`config.mk`:
```
export PLATFORM = sky130hd
export DESIGN_NAME = lsport_mem
export DESIGN_NICKNAME = d
export VERILOG_FILES = /design/src/rtl/lsport_mem.sv
export SDC_FILE = /design/constraint.sdc
export NUM_CORES = 1
export LEC_CHECK = 0
export ABC_AREA = 1
export BUFFER_PORTS_ARGS = -buffer_cell sky130_fd_sc_hd__buf_2
export CAP_MARGIN = 15
export CORE_MARGIN = 2
export CORE_UTILIZATION = 34
export DETAILED_ROUTE_END_ITERATION = 8
export SKIP_LAST_GASP = 1
export SLEW_MARGIN = 20
export SYNTH_ARGS = -nofsm -noshare
export SYNTH_HDL_FRONTEND = slang
export SYNTH_SLANG_ARGS = --single-unit
export TNS_END_PERCENT = 30
```
`constraint.sdc`:
```
create_clock -name clk -period 3.87 [get_ports clk]
set_input_delay 0.774 -clock clk [delete_from_list [all_inputs] [get_ports clk]]
set_output_delay 0.774 -clock clk [all_outputs]
set_load 0.05 [all_outputs]
```
`src/rtl/lsport_mem.sv`:
```
module lsport_mem #(
  parameter int AW    = 48,
  parameter int DW    = 64,
  parameter int DEPTH = 16
) (
  input  logic          clk,
  input  logic          rst_n,
  input  logic          ld_req_i,
  input  logic          st_req_i,
  input  logic          zero_line_i,
  input  logic          priv_i,
  input  logic [3:0]    len_i,
  input  logic [AW-1:0] addr_i,
  input  logic          addr_vld_i,
  input  logic [DW-1:0] st_data_i,
  input  logic          st_stb_i,
  output logic          addr_ack_o,
  output logic          busy_o,
  output logic          ld_vld_o,
  output logic [DW-1:0] ld_data_o,
  output logic          exc_o,
  output logic          exc_misalign_o
);
  localparam int NB   = DW / 8;
  localparam int OFFW = $clog2(NB);
  localparam int IDXW = $clog2(DEPTH);
  localparam int SPW  = OFFW + 2;

  typedef enum logic [2:0] {S_IDLE, S_ACC, S_LDONE, S_EXC, S_SDONE} state_t;

  state_t          state;
  logic [IDXW-1:0] a_idx;
  logic [OFFW-1:0] a_off;
  logic [3:0]      a_len;
  logic            a_ld, a_zero, mis_q;
  logic [DW-1:0]   ld_q;
  logic [DW-1:0]   mem [DEPTH];

  logic            req_live, accept, len_ok, misal, bad, do_write;
  logic [SPW-1:0]  span;
  logic [NB-1:0]   lmask, wmask;
  logic [DW-1:0]   wdata, rword, dmask;

  wire unused_ok = ^{priv_i, addr_i[AW-1:OFFW+IDXW]};

  assign req_live = (ld_req_i || st_req_i) && addr_vld_i;
  assign accept   = (state == S_IDLE) && req_live;

  assign len_ok = (a_len != '0) && ((a_len & (a_len - 4'd1)) == '0) && (int'(a_len) <= NB);
  assign span   = SPW'(a_off) + SPW'(a_len);
  assign misal  = int'(span) > NB;
  assign bad    = !a_zero && (!len_ok || misal);

  assign lmask = (NB'(1) << a_len) - NB'(1);
  assign wmask = a_zero ? '1 : (lmask << a_off);
  assign wdata = a_zero ? '0 : (st_data_i << {a_off, 3'b000});
  assign rword = mem[a_idx] >> {a_off, 3'b000};

  for (genvar b = 0; b < NB; b++) begin : g_lane
    assign dmask[b*8 +: 8] = {8{lmask[b]}};
  end

  assign do_write = (state == S_ACC) && !a_ld && !bad && st_stb_i;

  always_ff @(posedge clk) begin
    if (do_write) begin
      for (int b = 0; b < NB; b++)
        if (wmask[b]) mem[a_idx][b*8 +: 8] <= wdata[b*8 +: 8];
    end
  end

  always_ff @(posedge clk) begin
    if (!rst_n) begin
      state  <= S_IDLE;
      a_idx  <= '0;
      a_off  <= '0;
      a_len  <= '0;
      a_ld   <= 1'b0;
      a_zero <= 1'b0;
      mis_q  <= 1'b0;
      ld_q   <= '0;
    end else begin
      unique case (state)
        S_IDLE: if (accept) begin
          state  <= S_ACC;
          a_idx  <= addr_i[OFFW +: IDXW];
          a_off  <= addr_i[OFFW-1:0];
          a_len  <= len_i;
          a_ld   <= ld_req_i;
          a_zero <= !ld_req_i && zero_line_i;
        end
        S_ACC: begin
          if (bad) begin
            state <= S_EXC;
            mis_q <= len_ok && misal;
          end else if (a_ld) begin
            state <= S_LDONE;
            ld_q  <= rword & dmask;
          end else if (st_stb_i) begin
            state <= S_SDONE;
          end
        end
        S_LDONE, S_EXC, S_SDONE: if (!req_live) state <= S_IDLE;
        default: state <= S_IDLE;
      endcase
    end
  end

  assign addr_ack_o     = (state == S_ACC);
  assign busy_o         = (state == S_ACC) || (state == S_LDONE) || (state == S_EXC);
  assign ld_vld_o       = (state == S_LDONE);
  assign ld_data_o      = ld_q;
  assign exc_o          = (state == S_EXC);
  assign exc_misalign_o = (state == S_EXC) && mis_q;
endmodule

```
Yosys cells after proc, flatten, opt, wreduce, memory -nomap -nowiden:

Memory sizes are Yosys's and may differ from the RTL's. A register that Yosys moved wholly into a read port is not among the register bits.
Index checks and enable logic that the tools add are counted.

* add/sub/neg operators: 3
* $lt $le $gt $ge: 2
* equal/unequal tests: 7
* shift-type cells: 4
* multiplexer cells: 34
* bitwise gates (word level): 3
* reduce and logical (&&, ||, !) cells: 28

Operators by type and width (number)
* bitwise AND 64 bit: 1
* 2-to-1 mux 64 bit: 1
* left shift 64 x 6 -> 64 bit: 1
* right shift 64 x 6 -> 64 bit: 1
* 2-to-1 mux 1 bit: 24
* 2-to-1 mux 3 bit: 5
* logical AND 1 bit: 11
* one-hot mux 3 bit (3 select lines): 1
* 2-to-1 mux 4 bit: 2
* 2-to-1 mux 8 bit: 1
* left shift 1 x 4 -> 8 bit, first input constant: 1
* left shift 8 x 3 -> 8 bit: 1
* subtractor 8 x 2 -> 8 bit, second input constant: 1
* equality test 3 x 2 -> 1 bit, second input constant: 2
* AND reduction 3 bit: 2
* adder 3 x 4 -> 5 bit: 1
* greater-than comparator 5 x 4 -> 1 bit, second input constant: 1
* logical NOT 1 bit: 5
* bitwise AND 4 bit: 1
* less-or-equal comparator 4 bit, second input constant: 1
* logical NOT 4 bit: 1
* logical OR 1 bit: 4
* != test 2 bit, second input constant: 2
* != test 4 x 2 -> 1 bit, second input constant: 1
* other kinds (8): 9

* register bits: 81
* RAM bits: 1024
* bits of input ports: 124
* output and inout port bits: 69
* logic and storage cells: 90
* memories kept: 1

Memories
* mem: words 16, bits a word 64, read ports 1, clocked after memory_dff 1, write ports 1, line 37 `logic [DW-1:0] mem [DEPTH];`

Logic depth before layout (Yosys ltp):

* depth in word-level cells: 13
* depth in mapped cells: 17
* depth with buffers taken out: 14

Worst setup path after synthesis:

OpenSTA, ideal clock, no wires.

* path kind: reg-to-reg
* start: register a_off[1]
* end: memory mem[10][48] (enable)
* library setup time: 0.370 ns
* data arrival time: 2.956 ns
* data required time: 3.500 ns
* setup slack: 0.544 ns
* stages on the path, launching flop included: 17
* buffers on the path: 5
* period minus slack after synthesis: 3.326 ns
* path through: dfxtp_1 -> buf_2 -> inv_1 -> buf_2 -> clkbuf_1 -> clkbuf_1 -> fa_1 -> xor2_1 -> nand3b_1 -> nand3_1 -> nand3_2 -> nand2_4 -> nand4_4 -> inv_4 -> nand3_2 -> buf_2 -> nor2_1

* longest elaborated chain between the ends: 9
* elaborated cells between the ends (all ways): 12
* classes of those cells: 1 x add/sub; 1 x order compare; 1 x shift; 4 x mux; 5 x reduce/logical

RTL lines
* start, declared: line 33 `logic [OFFW-1:0] a_off;`
* start signal, assigned: line 87 `a_off <= addr_i[OFFW-1:0];`
* adder 3 x 4 -> 5 bit: line 50 `assign span = SPW'(a_off) + SPW'(a_len);`
* greater-than comparator 5 x 4 -> 1 bit: line 51 `assign misal = int'(span) > NB;`
* logical OR 1 bit: line 52 `assign bad = !a_zero && (!len_ok || misal);`
* logical AND 1 bit: line 52
* logical NOT 1 bit: line 63 `assign do_write = (state == S_ACC) && !a_ld && !bad && st_stb_i;`
* logical AND 1 bit (2 in series): line 63
* 2-to-1 mux 1 bit (*): line 66 `if (do_write) begin`
* 2-to-1 mux 1 bit (implied by the code) (*): line 68 `if (wmask[b]) mem[a_idx][b*8 +: 8] <= wdata[b*8 +: 8];`
* end, declared: line 37

Mark *: on every way between the ends. The rest lies on a longest branch, timed or not.

Final worst setup path:

* start: register a_len[0]
* end: memory mem[12][51] (enable)

* longest elaborated chain between the ends: 13
* elaborated cells between the ends (all ways): 22
* classes of those cells: 3 x add/sub; 2 x order compare; 2 x shift; 4 x mux; 1 x bitwise; 10 x reduce/logical

RTL lines
* start, declared: line 34 `logic [3:0] a_len;`
* start signal, assigned: line 88 `a_len <= len_i;`
* parallel branches: the longest is 11 deep, another holds subtractor 8 x 2 -> 8 bit
* 2-to-1 mux 1 bit (*): line 66
* 2-to-1 mux 1 bit (implied by the code) (*): line 68

Mark *: on every way between the ends.

==> insert_results.sql <==
INSERT INTO impl_metrics (metric_group, metric, value, unit) VALUES
('outcome', 'outcome', 'completed', ''),
('clock_tree', 'clk_transition_reported_paths', '0.06', 'ns'),
('synthesis', 'ys_top_cells_by_count', '1,185 x sky130_fd_sc_hd__nand2_1, 1,024 x sky130_fd_sc_hd__edfxtp_1, 755 x sky130_fd_sc_hd__nand3_1', ''),
('worst_hold_path', 'sink_of_the_worst_hold_path', 'a_ld', ''),
('worst_setup_path', 'r2r_cells', '12', ''),
('clock_tree', 'clk_root_buffer_cell', 'sky130_fd_sc_hd__clkbuf_16', ''),
('detailed_routing', 'ant_nets', '0', ''),
('detailed_routing', 'vias_per_cell', '5.182', ''),
('job', 'cap_violations', '0', ''),
('worst_hold_path', 'holdCritPathClass', 'input pin to flip-flop', ''),
('clock_tree', 'total_cts_buffers', '115', ''),
('worst_setup_path', 'critical_path.startpoint_type', 'flip-flop', ''),
('detailed_routing', 'initialDrtViolationCount', '4540', ''),
('finish', 'antenna_cells_inserted', '0', ''),
('worst_setup_path', 'end_kind', 'flip-flop', ''),
('pwr', 'p_total', '38.09', 'mW'),
('clock_tree', 'cts_tree', 'built', ''),
('worst_setup_path', 'reg2reg_from', 'a_len[0]', ''),
('detailed_routing', 'wire_per_inst', '21.39', 'um'),
('pwr', 'power.density_cell_area', '683.5', 'nW/um2'),
('worst_setup_path', 'critPathRequiredTime', '4.20', 'ns'),
('synthesis', 'synth_edf_count', '1024', ''),
('synthesis', 'ys.warnings.count', '0', ''),
('finish', 'flow.area_growth_from_synthesis', '14.68', '%'),
('clock_tree', 'cts_htree_levels', '3', ''),
('synthesis', 'post_synth_num_cell_types', '44', ''),
('synthesis', 'synth.avg_cell_area', '10.24', 'um2'),
('floorplanning', 'die_x', '382.0', 'um'),
('worst_hold_path', 'min_from', 'ld_req_i', ''),
('sta', 'finalSetupViolations', '0', ''),
('worst_setup_path', 'reg2reg_to', 'mem[12][51]', ''),
('clock_tree', 'cts_resized', '0', ''),
('pwr', 'power.leakage', '20.75', 'nW'),
('global_routing', 'grt_pass1_wl', '215800', 'um'),
('sta', 'fin_crit', '3.517', 'ns'),
('synthesis', 'netlist.area_leader.share', '63.28', '%'),
('finish', 'fin_nets', '5029', ''),
('worst_setup_path', 'rrSetupSlack', '0.35', 'ns'),
('global_routing', 'grt_antenna_before_repair', '6', ''),
('floorplanning', 'die_h', '382.0', 'um'),
('sta', 'finClkSkew', '0.03071', 'ns'),
('detailed_routing', 'drt_pass1_iterations', '6', ''),
('worst_hold_path', 'hold_depth', '3', ''),
('sta', 'totalNegativeSetupSlack', '0', 'ns'),
('sta', 'fmax', '0.2844', 'GHz'),
('finish', 'stdcell_count', '6889', ''),
('finish', 'final_core_density', '39.31', '%'),
('synthesis', 'netlist_instances', '4745', ''),
('clock_tree', 'clkSinkCount', '1109', ''),
('placed_design', 'place.port_buffers', '150', ''),
('clock_tree', 'cts_post_setup_buffers_inserted', '0', ''),
('worst_setup_path', 'critical_path_arrival', '3.85', 'ns'),
('worst_setup_path', 'crit_fanout', '16', ''),
('worst_setup_path', 'start_to_end_type_of_the_worst_setup_path', 'flip-flop to flip-flop', ''),
('global_routing', 'grt_pass1_vias', '33101', ''),
('synthesis', 'synthFlopType', 'sky130_fd_sc_hd__edfxtp_1', ''),
('sta', 'worst_slew_pin_slew', '1.149', 'ns'),
('floorplanning', 'number_of_i_o_pins', '193', ''),
('synthesis', 'synth_top_cell_by_area', 'sky130_fd_sc_hd__edfxtp_1', ''),
('global_routing', 'overflow', '0', ''),
('floorplanning', 'dieArea', '146000', 'um2'),
('finish', 'final_layout_size_suffix_gt1_share', '11.16', '%'),
('clock_tree', 'cts_buffer_depth', '3', ''),
('clock_tree', 'clk_latency', '0.71', 'ns'),
('sta', 'min_period_over_period', '90.87', '%'),
('sta', 'slew_headroom', '23.24', '%'),
('floorplanning', 'start_util', '34.28', '%'),
('global_routing', 'overall_global_routing_resource_usage', '19.65', '%'),
('floorplanning', 'placementRows', '138', ''),
('sta', 'setup_repair_after_global_routing_missed_its_margin', 'false', ''),
('synthesis', 'async_sr_flop_fraction', '0', '%');
report_power, final:
part	internal, mW	total [mW]	switching [mW]	leakage [nW]
Combinational	2.96	12.5	9.49	8.99
Clock	6.20	10.8	4.60	1.81
Sequential	14.7	14.8	0.142	9.95
Total	23.9	38.1	14.2	20.7
worst max path at each step:
stage,from,end,slack (ns),cells past startpoint
after CTS,a_len[0],mem[12][51],0.37,12
after global placement,a_len[1],mem[12][28],0.50,13
after global routing,a_len[0],mem[6][51],0.09,12
after detailed placement,a_len[0],mem[6][55],0.40,12
after floorplan,a_off[1],mem[10][48],0.54,16
final,a_len[0],mem[12][51],0.35,12
cell families (layout without fill, tap and decap cells):
family / after synthesis / in the layout / share of synthesized area (%)
compound gates: 504 / 504 / 5.763
xor+xnor: 3 / 3 / 0.05408
mux: 31 / 31 / 0.6386
fa+ha+maj: 5 / 5 / 0.1442
flops: 1109 / 1109 / 66.78
buf+inv: 513 / 767 / 4.449
simple gates: 2580 / 2580 / 22.17
layout by cell type (no fill, tap or decap), drive strengths merged, types with 2 or more instances in the layout:
master and instances:
inv 208, mux2i 31, xor2 3, a31oi 8, bufinv 9, clkbuf 148
nor2 611, buf 346, o211ai 55, a22oi 2, nand2 1192, dfxtp 85
o21a 6, o21ai 299, nand3b 4, a21oi 114, ha 4, a211oi 2
nor3 4, clkinv 55, nand4 7, edfxtp 1024, or2 4, a221o 16
nand3 757
registers in the layout (all words and copies together) (netlist names), 3 cells and up, named ones only:
signal	cells
a_idx	4
a_len	4
a_off	3
ld_data_o	64
mem	1024
state	3
worst max-delay path, stage by stage, from the launching register on:
cell,delay [ns]
sky130_fd_sc_hd__dfxtp_1,0.37
sky130_fd_sc_hd__ha_1,0.20
sky130_fd_sc_hd__inv_1,0.06
sky130_fd_sc_hd__fa_1,0.40
sky130_fd_sc_hd__xor2_1,0.17
sky130_fd_sc_hd__nand3b_1,0.11
sky130_fd_sc_hd__nand3_1,0.10
sky130_fd_sc_hd__nand3_2,0.12
sky130_fd_sc_hd__nand2_4,0.12
sky130_fd_sc_hd__nand4_4,0.14
sky130_fd_sc_hd__inv_4,0.15
sky130_fd_sc_hd__nand3_2,0.37
sky130_fd_sc_hd__nor2_1,0.81
metrics by stage:
step                cell area, um2  worst slack, ns
detailed placement           52050           0.3982
floorplan                    48590           0.5438
global placement             52050           0.5006
CTS                          55720           0.3704
finish                       55730           0.3533
global route                 55730          0.09301
cell type report:
type	instances	area, um2
fill	13658	86030
sequential	1109	32470
multi-input combinational	3123	13990
clock buffer	148	3074
timing repair buffer	346	2435
tap	1890	2365
inverter	205	798.3
clock inverter	68	595.6
layer usage:
layer / global-route usage (%) / wire length, um / vias to the layer above
met5: 0 / 0 / -
met4: 7.254 / 5306 / 0
met3: 3.743 / 14450 / 253
met2: 30.57 / 66570 / 1671
met1: 27.28 / 61010 / 17091
li1: - / - / 16685
No activity file was read; power rests on OpenSTA's default activity.
